`src/rtl/sd_init_pkg.sv`:
```
package sd_init_pkg;

    typedef enum logic [3:0] {
        S_IDLE, S_GO_IDLE, S_PAUSE, S_IF_COND, S_OP_COND, S_CID, S_RCA,
        S_HS_SEL, S_HS_STAT, S_HS_SW, S_HS_WAIT, S_HS_DESEL, S_CSD,
        S_SELECT, S_DONE, S_FAIL
    } seq_state_e;

    localparam logic [1:0] CLK_OFF   = 2'd0;
    localparam logic [1:0] CLK_IDENT = 2'd1;
    localparam logic [1:0] CLK_DIV2  = 2'd2;
    localparam logic [1:0] CLK_DIV4  = 2'd3;

    localparam int FL_RESP  = 0;
    localparam int FL_LONG  = 1;
    localparam int FL_APP   = 2;
    localparam int FL_NOCRC = 3;

    localparam logic [7:0] E_GO_IDLE = 8'hFF;
    localparam logic [7:0] E_OP_TO   = 8'hFE;
    localparam logic [7:0] E_CID     = 8'hFD;
    localparam logic [7:0] E_RCA     = 8'hFC;
    localparam logic [7:0] E_HS_SEL  = 8'hFB;
    localparam logic [7:0] E_HS_STAT = 8'hFA;
    localparam logic [7:0] E_HS_SW   = 8'hF9;
    localparam logic [7:0] E_HS_DES  = 8'hF8;
    localparam logic [7:0] E_CSD     = 8'hF7;
    localparam logic [7:0] E_SELECT  = 8'hF6;

    typedef struct packed {
        seq_state_e   st;
        logic [31:0]  ocr;
        logic [127:0] cid;
        logic [127:0] csd;
        logic [15:0]  rca;
        logic [1:0]   clk_sel;
        logic         v2;
        logic         hc;
        logic [7:0]   err;
    } seq_regs_t;

endpackage

```
`src/rtl/sd_ms_timer.sv`:
```
module sd_ms_timer #(
    parameter int LIMIT = 5000,
    parameter int CW    = $clog2(LIMIT + 1)
) (
    input  logic          clk,
    input  logic          rst_n,
    input  logic          clr,
    input  logic          tick,
    output logic [CW-1:0] count
);
    logic [CW-1:0] cnt_d, cnt_q;

    always_comb begin
        cnt_d = cnt_q;
        if (clr)
            cnt_d = '0;
        else if (tick && (cnt_q < CW'(LIMIT)))
            cnt_d = cnt_q + 1'b1;
    end

    always_ff @(posedge clk or negedge rst_n) begin
        if (!rst_n) cnt_q <= '0;
        else        cnt_q <= cnt_d;
    end

    assign count = cnt_q;

    // saturating count never runs past the longest window
    a_r5_count_bound: assert property (@(posedge clk) disable iff (!rst_n)
        cnt_q <= CW'(LIMIT));
endmodule

```
`src/rtl/sd_resp_fields.sv`:
```
module sd_resp_fields (
    input  logic [11:0] echo_in,
    input  logic [1:0]  ocr_top,
    input  logic [3:0]  state_in,
    input  logic [15:0] rca_in,
    input  logic [7:0]  speed_in,
    output logic        echo_match,
    output logic        power_up_done,
    output logic        cap_bit,
    output logic        in_tran,
    output logic        fast_card,
    output logic [15:0] rca_field
);
    localparam logic [11:0] ECHO_PAT   = 12'h1AA;
    localparam logic [3:0]  TRAN_STATE = 4'd4;
    localparam logic [7:0]  HS_SPEED   = 8'h5A;

    assign echo_match    = (echo_in == ECHO_PAT);
    assign power_up_done = ocr_top[1];
    assign cap_bit       = ocr_top[0];
    assign in_tran       = (state_in == TRAN_STATE);
    assign fast_card     = (speed_in == HS_SPEED);
    assign rca_field     = rca_in;
endmodule

```
`src/rtl/sd_init_seq.sv`:
```
module sd_init_seq
    import sd_init_pkg::*;
#(
    parameter int PAUSE_MS   = 1,
    parameter int ACMD_TO_MS = 1000,
    parameter int HS_WAIT_MS = 100,
    parameter int TRAN_TO_MS = 5000,
    parameter bit HS_SWITCH  = 1'b1
) (
    input  logic         clk,
    input  logic         rst_n,
    input  logic         start,
    input  logic         ms_tick,
    output logic         cmd_req,
    output logic [5:0]   cmd_idx,
    output logic [31:0]  cmd_arg,
    output logic [3:0]   cmd_flags,
    input  logic         cmd_done,
    input  logic         cmd_ok,
    input  logic [127:0] cmd_resp,
    output logic [1:0]   clk_sel,
    output logic         init_done,
    output logic         init_fail,
    output logic [7:0]   err_code,
    output logic [31:0]  ocr,
    output logic [127:0] cid,
    output logic [15:0]  rca,
    output logic [127:0] csd,
    output logic         high_cap,
    output logic         ver2
);
    localparam int MAX_A   = (ACMD_TO_MS > TRAN_TO_MS) ? ACMD_TO_MS : TRAN_TO_MS;
    localparam int MAX_B   = (HS_WAIT_MS > PAUSE_MS) ? HS_WAIT_MS : PAUSE_MS;
    localparam int TMR_MAX = (MAX_A > MAX_B) ? MAX_A : MAX_B;
    localparam int TW      = $clog2(TMR_MAX + 1);

    localparam logic [31:0] OP_WINDOW = 32'h00FF_8000;
    localparam logic [31:0] HS_ARG    = 32'h80FF_FFF1;

    seq_regs_t q, d;
    logic [TW-1:0] ms_cnt;
    logic echo_match, power_up_done, cap_bit, in_tran, fast_card;
    logic [15:0] rca_field;
    logic [31:0] addr_arg;

    sd_ms_timer #(.LIMIT(TMR_MAX), .CW(TW)) timer_i (
        .clk(clk), .rst_n(rst_n), .clr(d.st != q.st), .tick(ms_tick), .count(ms_cnt)
    );

    sd_resp_fields fields_i (
        .echo_in(cmd_resp[11:0]), .ocr_top(cmd_resp[31:30]), .state_in(cmd_resp[12:9]),
        .rca_in(cmd_resp[31:16]), .speed_in(cmd_resp[103:96]),
        .echo_match(echo_match), .power_up_done(power_up_done), .cap_bit(cap_bit),
        .in_tran(in_tran), .fast_card(fast_card), .rca_field(rca_field)
    );

    assign addr_arg = {q.rca, 16'h0000};

    // command presented for the current state
    always_comb begin
        cmd_req   = 1'b1;
        cmd_idx   = 6'd0;
        cmd_arg   = 32'h0;
        cmd_flags = 4'b0000;
        case (q.st)
            S_GO_IDLE:  ;
            S_IF_COND:  begin cmd_idx = 6'd8;  cmd_arg = 32'h1AA; cmd_flags[FL_RESP] = 1'b1; end
            S_OP_COND:  begin
                cmd_idx = 6'd41;
                cmd_arg = OP_WINDOW | {1'b0, q.v2, 30'h0};
                cmd_flags[FL_RESP]  = 1'b1;
                cmd_flags[FL_APP]   = 1'b1;
                cmd_flags[FL_NOCRC] = 1'b1;
            end
            S_CID:      begin cmd_idx = 6'd2;  cmd_flags[FL_RESP] = 1'b1; cmd_flags[FL_LONG] = 1'b1; end
            S_RCA:      begin cmd_idx = 6'd3;  cmd_flags[FL_RESP] = 1'b1; end
            S_HS_SEL:   begin cmd_idx = 6'd7;  cmd_arg = addr_arg; cmd_flags[FL_RESP] = 1'b1; end
            S_HS_STAT:  begin cmd_idx = 6'd13; cmd_arg = addr_arg; cmd_flags[FL_RESP] = 1'b1; end
            S_HS_SW:    begin cmd_idx = 6'd6;  cmd_arg = HS_ARG; end
            S_HS_DESEL: begin cmd_idx = 6'd7; end
            S_CSD:      begin cmd_idx = 6'd9;  cmd_arg = addr_arg; cmd_flags[FL_RESP] = 1'b1; cmd_flags[FL_LONG] = 1'b1; end
            S_SELECT:   begin cmd_idx = 6'd7;  cmd_arg = addr_arg; cmd_flags[FL_RESP] = 1'b1; end
            default:    cmd_req = 1'b0;
        endcase
    end

    // next-state computation
    always_comb begin
        d = q;
        case (q.st)
            S_IDLE, S_DONE, S_FAIL:
                if (start) begin
                    d.st      = S_GO_IDLE;
                    d.clk_sel = CLK_IDENT;
                    d.v2      = 1'b0;
                    d.hc      = 1'b0;
                    d.err     = 8'h00;
                end
            S_GO_IDLE:
                if (cmd_done) begin
                    if (cmd_ok) d.st = S_PAUSE;
                    else begin d.st = S_FAIL; d.err = E_GO_IDLE; end
                end
            S_PAUSE:
                if (ms_cnt >= TW'(PAUSE_MS)) d.st = S_IF_COND;
            S_IF_COND:
                if (cmd_done) begin
                    d.v2 = cmd_ok && echo_match;
                    d.st = S_OP_COND;
                end
            S_OP_COND:
                if (cmd_done) begin
                    if (cmd_ok && power_up_done) begin
                        d.ocr = cmd_resp[31:0];
                        d.hc  = cap_bit;
                        d.st  = S_CID;
                    end else if (ms_cnt >= TW'(ACMD_TO_MS)) begin
                        d.st = S_FAIL; d.err = E_OP_TO;
                    end
                end
            S_CID:
                if (cmd_done) begin
                    if (cmd_ok) begin d.cid = cmd_resp; d.st = S_RCA; end
                    else begin d.st = S_FAIL; d.err = E_CID; end
                end
            S_RCA:
                if (cmd_done) begin
                    if (cmd_ok) begin
                        d.rca = rca_field;
                        d.st  = (HS_SWITCH && q.v2) ? S_HS_SEL : S_CSD;
                    end else begin d.st = S_FAIL; d.err = E_RCA; end
                end
            S_HS_SEL:
                if (cmd_done) begin
                    if (cmd_ok) d.st = S_HS_STAT;
                    else begin d.st = S_FAIL; d.err = E_HS_SEL; end
                end
            S_HS_STAT:
                if (cmd_done) begin
                    if (cmd_ok && in_tran) d.st = S_HS_SW;
                    else if (!cmd_ok || (ms_cnt >= TW'(TRAN_TO_MS))) begin
                        d.st = S_FAIL; d.err = E_HS_STAT;
                    end
                end
            S_HS_SW:
                if (cmd_done) begin
                    if (cmd_ok) d.st = S_HS_WAIT;
                    else begin d.st = S_FAIL; d.err = E_HS_SW; end
                end
            S_HS_WAIT:
                if (ms_cnt >= TW'(HS_WAIT_MS)) d.st = S_HS_DESEL;
            S_HS_DESEL:
                if (cmd_done) begin
                    if (cmd_ok) d.st = S_CSD;
                    else begin d.st = S_FAIL; d.err = E_HS_DES; end
                end
            S_CSD:
                if (cmd_done) begin
                    if (cmd_ok) begin
                        d.csd     = cmd_resp;
                        d.clk_sel = fast_card ? CLK_DIV2 : CLK_DIV4;
                        d.st      = S_SELECT;
                    end else begin d.st = S_FAIL; d.err = E_CSD; end
                end
            S_SELECT:
                if (cmd_done) begin
                    if (cmd_ok) d.st = S_DONE;
                    else begin d.st = S_FAIL; d.err = E_SELECT; end
                end
            default: d.st = S_IDLE;
        endcase
    end

    always_ff @(posedge clk or negedge rst_n) begin
        if (!rst_n) begin
            q <= '{st: S_IDLE, ocr: '0, cid: '0, csd: '0, rca: '0,
                   clk_sel: CLK_OFF, v2: 1'b0, hc: 1'b0, err: 8'h00};
        end else begin
            q <= d;
        end
    end

    assign clk_sel   = q.clk_sel;
    assign init_done = (q.st == S_DONE);
    assign init_fail = (q.st == S_FAIL);
    assign err_code  = q.err;
    assign ocr       = q.ocr;
    assign cid       = q.cid;
    assign rca       = q.rca;
    assign csd       = q.csd;
    assign high_cap  = q.hc;
    assign ver2      = q.v2;

    // a pending request does not change under the engine
    a_r11_req_hold: assert property (@(posedge clk) disable iff (!rst_n)
        (cmd_req && !cmd_done) |=> (cmd_req && $stable(cmd_idx) && $stable(cmd_arg) && $stable(cmd_flags)));

    // operating-condition polling runs on the identification clock
    a_r4_ident_clock: assert property (@(posedge clk) disable iff (!rst_n)
        (cmd_req && cmd_idx == 6'd41) |-> (clk_sel == CLK_IDENT));

    // completion only follows an accepted final select
    a_r9_done_source: assert property (@(posedge clk) disable iff (!rst_n)
        $rose(init_done) |-> $past(cmd_done && cmd_ok && cmd_idx == 6'd7 && cmd_flags[FL_RESP]));

    // a finished card runs on an operating divider
    a_r8_op_clock: assert property (@(posedge clk) disable iff (!rst_n)
        init_done |-> (clk_sel == CLK_DIV2 || clk_sel == CLK_DIV4));

    // every abort reports a negative code
    a_r2_fail_negative: assert property (@(posedge clk) disable iff (!rst_n)
        init_fail |-> err_code[7]);
endmodule

```
`config.mk`:
```
export PLATFORM = sky130hd
export DESIGN_NAME = sd_init_seq
export DESIGN_NICKNAME = d
export VERILOG_FILES = /design/src/rtl/sd_init_pkg.sv /design/src/rtl/sd_ms_timer.sv /design/src/rtl/sd_resp_fields.sv /design/src/rtl/sd_init_seq.sv
export SDC_FILE = /design/constraint.sdc
export NUM_CORES = 1
export LEC_CHECK = 0
export BUFFER_PORTS_ARGS = -buffer_cell sky130_fd_sc_hd__clkbuf_2
export CORE_AREA = 2 2 192 194
export CTS_CLUSTER_DIAMETER = 50
export DETAILED_ROUTE_END_ITERATION = 8
export DIE_AREA = 0 0 194 196
export PLACE_DENSITY = 0.72
export SKIP_CTS_REPAIR_TIMING = 1
export SLEW_MARGIN = 20
export SYNTH_ARGS = -nofsm -noshare
export SYNTH_HDL_FRONTEND = slang
export SYNTH_SLANG_ARGS = --single-unit
```
`constraint.sdc`:
```
create_clock -name clk -period 3.3 [get_ports clk]
set_clock_uncertainty 0.2 [all_clocks]
set_input_delay 0.66 -clock clk [delete_from_list [all_inputs] [get_ports clk]]
set_output_delay 0.66 -clock clk [all_outputs]
set_load 0.02 [all_outputs]
```
==> impl_summary.log <==
[metrics] status: finished clean
[metrics] number of maximum-capacitance violations: 0
[metrics] wire per inst: 18.5 um
[metrics] crit path kind: reg2out
[metrics] number of DRC violations after detailed routing: 0
[metrics] kind of launch point of the worst setup path: flop
[metrics] Die W: between 150 and 200 um
[metrics] detailed placer's ending HPWL: about 30 mm
[metrics] routability congestion estimate from global placement: 0.917
[metrics] clock root buffer master: sky130_fd_sc_hd__clkbuf_16
[metrics] reg-to-reg slack, setup: 0.53 ns
[metrics] worst ir drop on vdd: roughly 0.67 mV
[metrics] Die Footprint: 38000 um2
[metrics] measured slew at the worst slew-check pin: roughly 0.80 ns
[metrics] number of cell rows: 70
[metrics] Synth async-reset ratio: 100%
[metrics] total CTS buffers: 38
[metrics] final setup violating endpoints: 0
[metrics] top cell family by delay on the critical path: buffers and inverters
[metrics] antenna violation net count after detailed routing: 0
[metrics] num ports: just under 500
[metrics] Critical Path Sink: cmd_arg[19]
[metrics] Synth Flop Type: sky130_fd_sc_hd__dfrtp_1
[metrics] Worst Hold Class: in2reg
[metrics] number of antenna violations at the first check in global routing: 0
[metrics] first-pass GRT wire length: 64.3 mm
[metrics] RSZ-0062 raised after global routing: no
[metrics] Mapped Area: 16300 um2
[metrics] Initial DRC Count: around 510
[metrics] CP peak stage delay: a little under 0.6 ns
[metrics] maximum level of the CTS H-tree: 2
[metrics] # nets final: 1886
[metrics] path depth of the worst reg2reg path: 7
[metrics] first-pass iteration count of the detailed router: 5
[metrics] buffer levels on the longest clock path: 3
[metrics] syn_area_per_cell: about 10 um2
[metrics] later-pin clock latency in the skew report: about 0.54 ns
[metrics] TritonCTS Sinks: 330
[metrics] Max Freq: between 300 and 400 MHz
[metrics] count of cell types in the netlist: 73
[metrics] via count: between 10000 and 15000
[metrics] Syn. warnings: 0
[metrics] total global routing track utilization: about a fifth
[metrics] endpoint of the worst register-to-register path: timer_i.count[4]$_DFFE_PN0P_
[metrics] overflow left after global routing: 0
[metrics] Starting Density: between 40% and 50%
[metrics] Area Overhead vs Synth: 11.8%
[metrics] maximum number of pins on one net before global-route repair: a little over 100
[metrics] crit path from: q[316]$_DFF_PN0_
[metrics] EDFF count, synth: 0
[metrics] Setup crit end kind: output pin
[metrics] core area: between 30000 and 40000 um2
[metrics] Worst R2R Start: q[317]$_DFF_PN0_
[metrics] Placed Cells: ~2200
[metrics] minimum clock period: between 3 and 4 ns
[metrics] fraction of layout instances using a drive strength above 1: between 40% and 50%
[metrics] number of standard cells in the layout, taps in and fillers out: between 2000 and 2500
[metrics] number of buffers and inverters on the critical path: 4
[metrics] via count of the first global-routing pass: between 10000 and 15000
[metrics] slowest cell on the critical path: sky130_fd_sc_hd__dfrtp_4
[metrics] final worst-path cycle share: 96.3%
[metrics] Final Max Slew Viols: 0
[metrics] Total Routed Length: slightly above 40 mm
[metrics] leakage power: 9.51 nW
[metrics] clock transition at the register clock pins on the worst setup and hold paths after CTS: about 0.060 ns
[metrics] height of the chip: roughly 200 um
[metrics] register area share after synthesis: between 50% and 60%
[metrics] cells along the critical path: nor2_1 > nand3_2 > inv_1 > buf_4 > nor2_1 > buf_4 > nand2_1 > clkbuf_2
[metrics] remaining max-slew budget at the tightest pin: a little under half
[metrics] largest driver fanout on the critical path: 19
[metrics] Levels on crit path: 8
[metrics] number of vias per cell: a little over 5
[metrics] synthesized flop and latch total: 330
[metrics] worst hold margin: around 0.13 ns
[metrics] Arrival @ worst endpoint: about 2.3 ns
[metrics] power density relative to cell area: about 1100 nW/um2
[metrics] Worst Min Path Start: cmd_resp[66]
[metrics] Hold Fails Final Rpt: 0
[metrics] data required time of the critical path: ~2.4 ns
[metrics] # port buffers: roughly 490
[metrics] post-synthesis instance total: roughly 1600
[metrics] clock tree from TritonCTS: built
[metrics] number of diodes: 0
-- registers in the layout, summed over array words and instances (netlist names) --
signal,flops
timer_i.count,13
rca,16
csd,128
high_cap,1
q,4
ver2,1
clk_sel,2
ocr,32
cid,128
err_code,5
-- stage by stage --
step           utilization [%]  total power (W)  setup slack [ns]  TNS (ns)  instance area (um2)
4_1_cts                   50.6           0.0206            -0.132    -0.627                18200
3_3_place_gp              47.2           0.0161             0.228         0                17000
2_1_floorplan                -           0.0154             0.216         0                16300
3_5_place_dp              47.2           0.0164             0.404         0                17000
5_1_grt                   50.6           0.0215            0.0102         0                18300
6_report                  50.6           0.0204             0.121         0                18300
-- routing by layer --
metal  part of all wire, %  GRT usage [%]
met1                    41           27.1
met2                    49           35.5
met3                   7.0           4.66
met4                   3.1           8.19
met5                     0              0
-- Yosys cell counts, types with 7 or more instances --
cell | number | area [um2]
sky130_fd_sc_hd__nand3_1 | 20 | 100
sky130_fd_sc_hd__and2_1 | 8 | 50.1
sky130_fd_sc_hd__clkbuf_8 | 7 | 96.3
sky130_fd_sc_hd__nand2_1 | 432 | 1620
sky130_fd_sc_hd__mux2_2 | 180 | 2030
sky130_fd_sc_hd__dfrtp_1 | 330 | 8260
sky130_fd_sc_hd__nor3_1 | 15 | 75.1
sky130_fd_sc_hd__nor4_2 | 7 | 87.6
sky130_fd_sc_hd__buf_4 | 331 | 2480
sky130_fd_sc_hd__clkbuf_1 | 25 | 93.8
sky130_fd_sc_hd__inv_1 | 12 | 45.0
sky130_fd_sc_hd__buf_2 | 30 | 150
sky130_fd_sc_hd__a21oi_1 | 17 | 85.1
sky130_fd_sc_hd__o21ai_0 | 17 | 85.1
sky130_fd_sc_hd__nor2_1 | 18 | 67.6
sky130_fd_sc_hd__xor2_1 | 7 | 61.3
-- cells in the final DEF, fill, tap and decap left out, types with 3 or more instances in the layout --
cell type                   synthesis  final
sky130_fd_sc_hd__inv_1             12     12
sky130_fd_sc_hd__buf_12             0      9
sky130_fd_sc_hd__bufinv_16          0      3
sky130_fd_sc_hd__nor4_1             4      4
sky130_fd_sc_hd__dfrtp_1          330    326
sky130_fd_sc_hd__clkbuf_8           7      4
sky130_fd_sc_hd__clkbuf_1          25      8
sky130_fd_sc_hd__a21oi_1           17     17
sky130_fd_sc_hd__a31oi_1            3      3
sky130_fd_sc_hd__ha_1               3      3
sky130_fd_sc_hd__o211a_1            3      3
sky130_fd_sc_hd__dfrtp_2            0      3
sky130_fd_sc_hd__nand2b_1           5      5
sky130_fd_sc_hd__xor2_1             7      7
sky130_fd_sc_hd__o21a_1             3      3
sky130_fd_sc_hd__nor4_2             7      7
sky130_fd_sc_hd__a21o_1             3      3
sky130_fd_sc_hd__nor2_1            18     17
sky130_fd_sc_hd__nand3_1           20     19
sky130_fd_sc_hd__o22ai_1            3      3
sky130_fd_sc_hd__nor2b_1            4      4
sky130_fd_sc_hd__clkbuf_16          0     38
sky130_fd_sc_hd__clkbuf_2           1    491
sky130_fd_sc_hd__nor3_1            15     13
sky130_fd_sc_hd__o32ai_1            4      4
sky130_fd_sc_hd__nand2_1          432    432
sky130_fd_sc_hd__o21ai_0           17     16
sky130_fd_sc_hd__nand4_1            6      6
sky130_fd_sc_hd__inv_6              0      3
sky130_fd_sc_hd__and3_1             3      3
sky130_fd_sc_hd__nor4bb_1           3      3
sky130_fd_sc_hd__nor3_2             3      5
sky130_fd_sc_hd__clkinv_2           0      3
sky130_fd_sc_hd__mux2_2           180    180
sky130_fd_sc_hd__buf_4            331     38
sky130_fd_sc_hd__and2_1             8      8
sky130_fd_sc_hd__xnor2_1            6      6
sky130_fd_sc_hd__o211ai_1           5      5
-- where the power goes --
group | internal, W | leakage [nW] | total, W | switching, W
clock network | 0.00245 | 0.587 | 0.00410 | 0.00165
logic | 0.00332 | 4.80 | 0.00920 | 0.00589
registers | 0.00596 | 4.12 | 0.00715 | 0.00119
total | 0.0117 | 9.51 | 0.0204 | 0.00872
-- worst reg2reg max path, cell delays in order, from the launching register on --
cell                       delay [ns]
sky130_fd_sc_hd__dfrtp_2         0.49
sky130_fd_sc_hd__buf_4           0.22
sky130_fd_sc_hd__or4_4           0.54
sky130_fd_sc_hd__a21oi_4         0.30
sky130_fd_sc_hd__nor2_1          0.14
sky130_fd_sc_hd__nand3_1         0.15
sky130_fd_sc_hd__o311ai_4        0.27
sky130_fd_sc_hd__nor4_1          0.37
-- cells by family after synthesis --
logic type      Yosys count  synth area share [%]
xor+xnor                 13                 0.697
mux                     182                  12.5
other cells               1                0.0229
compound gates           80                  3.62
simple gates            545                  14.5
flops                   330                  50.5
buf+inv                 412                  17.8
fa+ha+maj                 3                 0.230
-- worst min path at each step --
stage                                      end  slack [ns]  cells after the start
after detailed placement   ocr[31]$_DFFE_PN0P_        0.26                      1
final                      csd[66]$_DFFE_PN0P_        0.13                      3
after global routing       csd[61]$_DFFE_PN0P_        0.11                      3
after CTS                 csd[107]$_DFFE_PN0P_       -0.10                      1
after global placement     csd[33]$_DFFE_PN0P_        0.26                      2
after floorplan             cid[0]$_DFFE_PN0P_        0.16                      0
-- area by class of cell --
type / count / area, um2
Inverter: 14 / 52.6
Sequential cell: 330 / 8270
Clock buffer: 50 / 1040
Tap cell: 468 / 586
Fill cell: 3253 / 17800
Multi-Input combinational cell: 825 / 5210
Timing Repair Buffer: 540 / 2950
Clock inverter: 12 / 166
(Power assumes the default switching activity.)
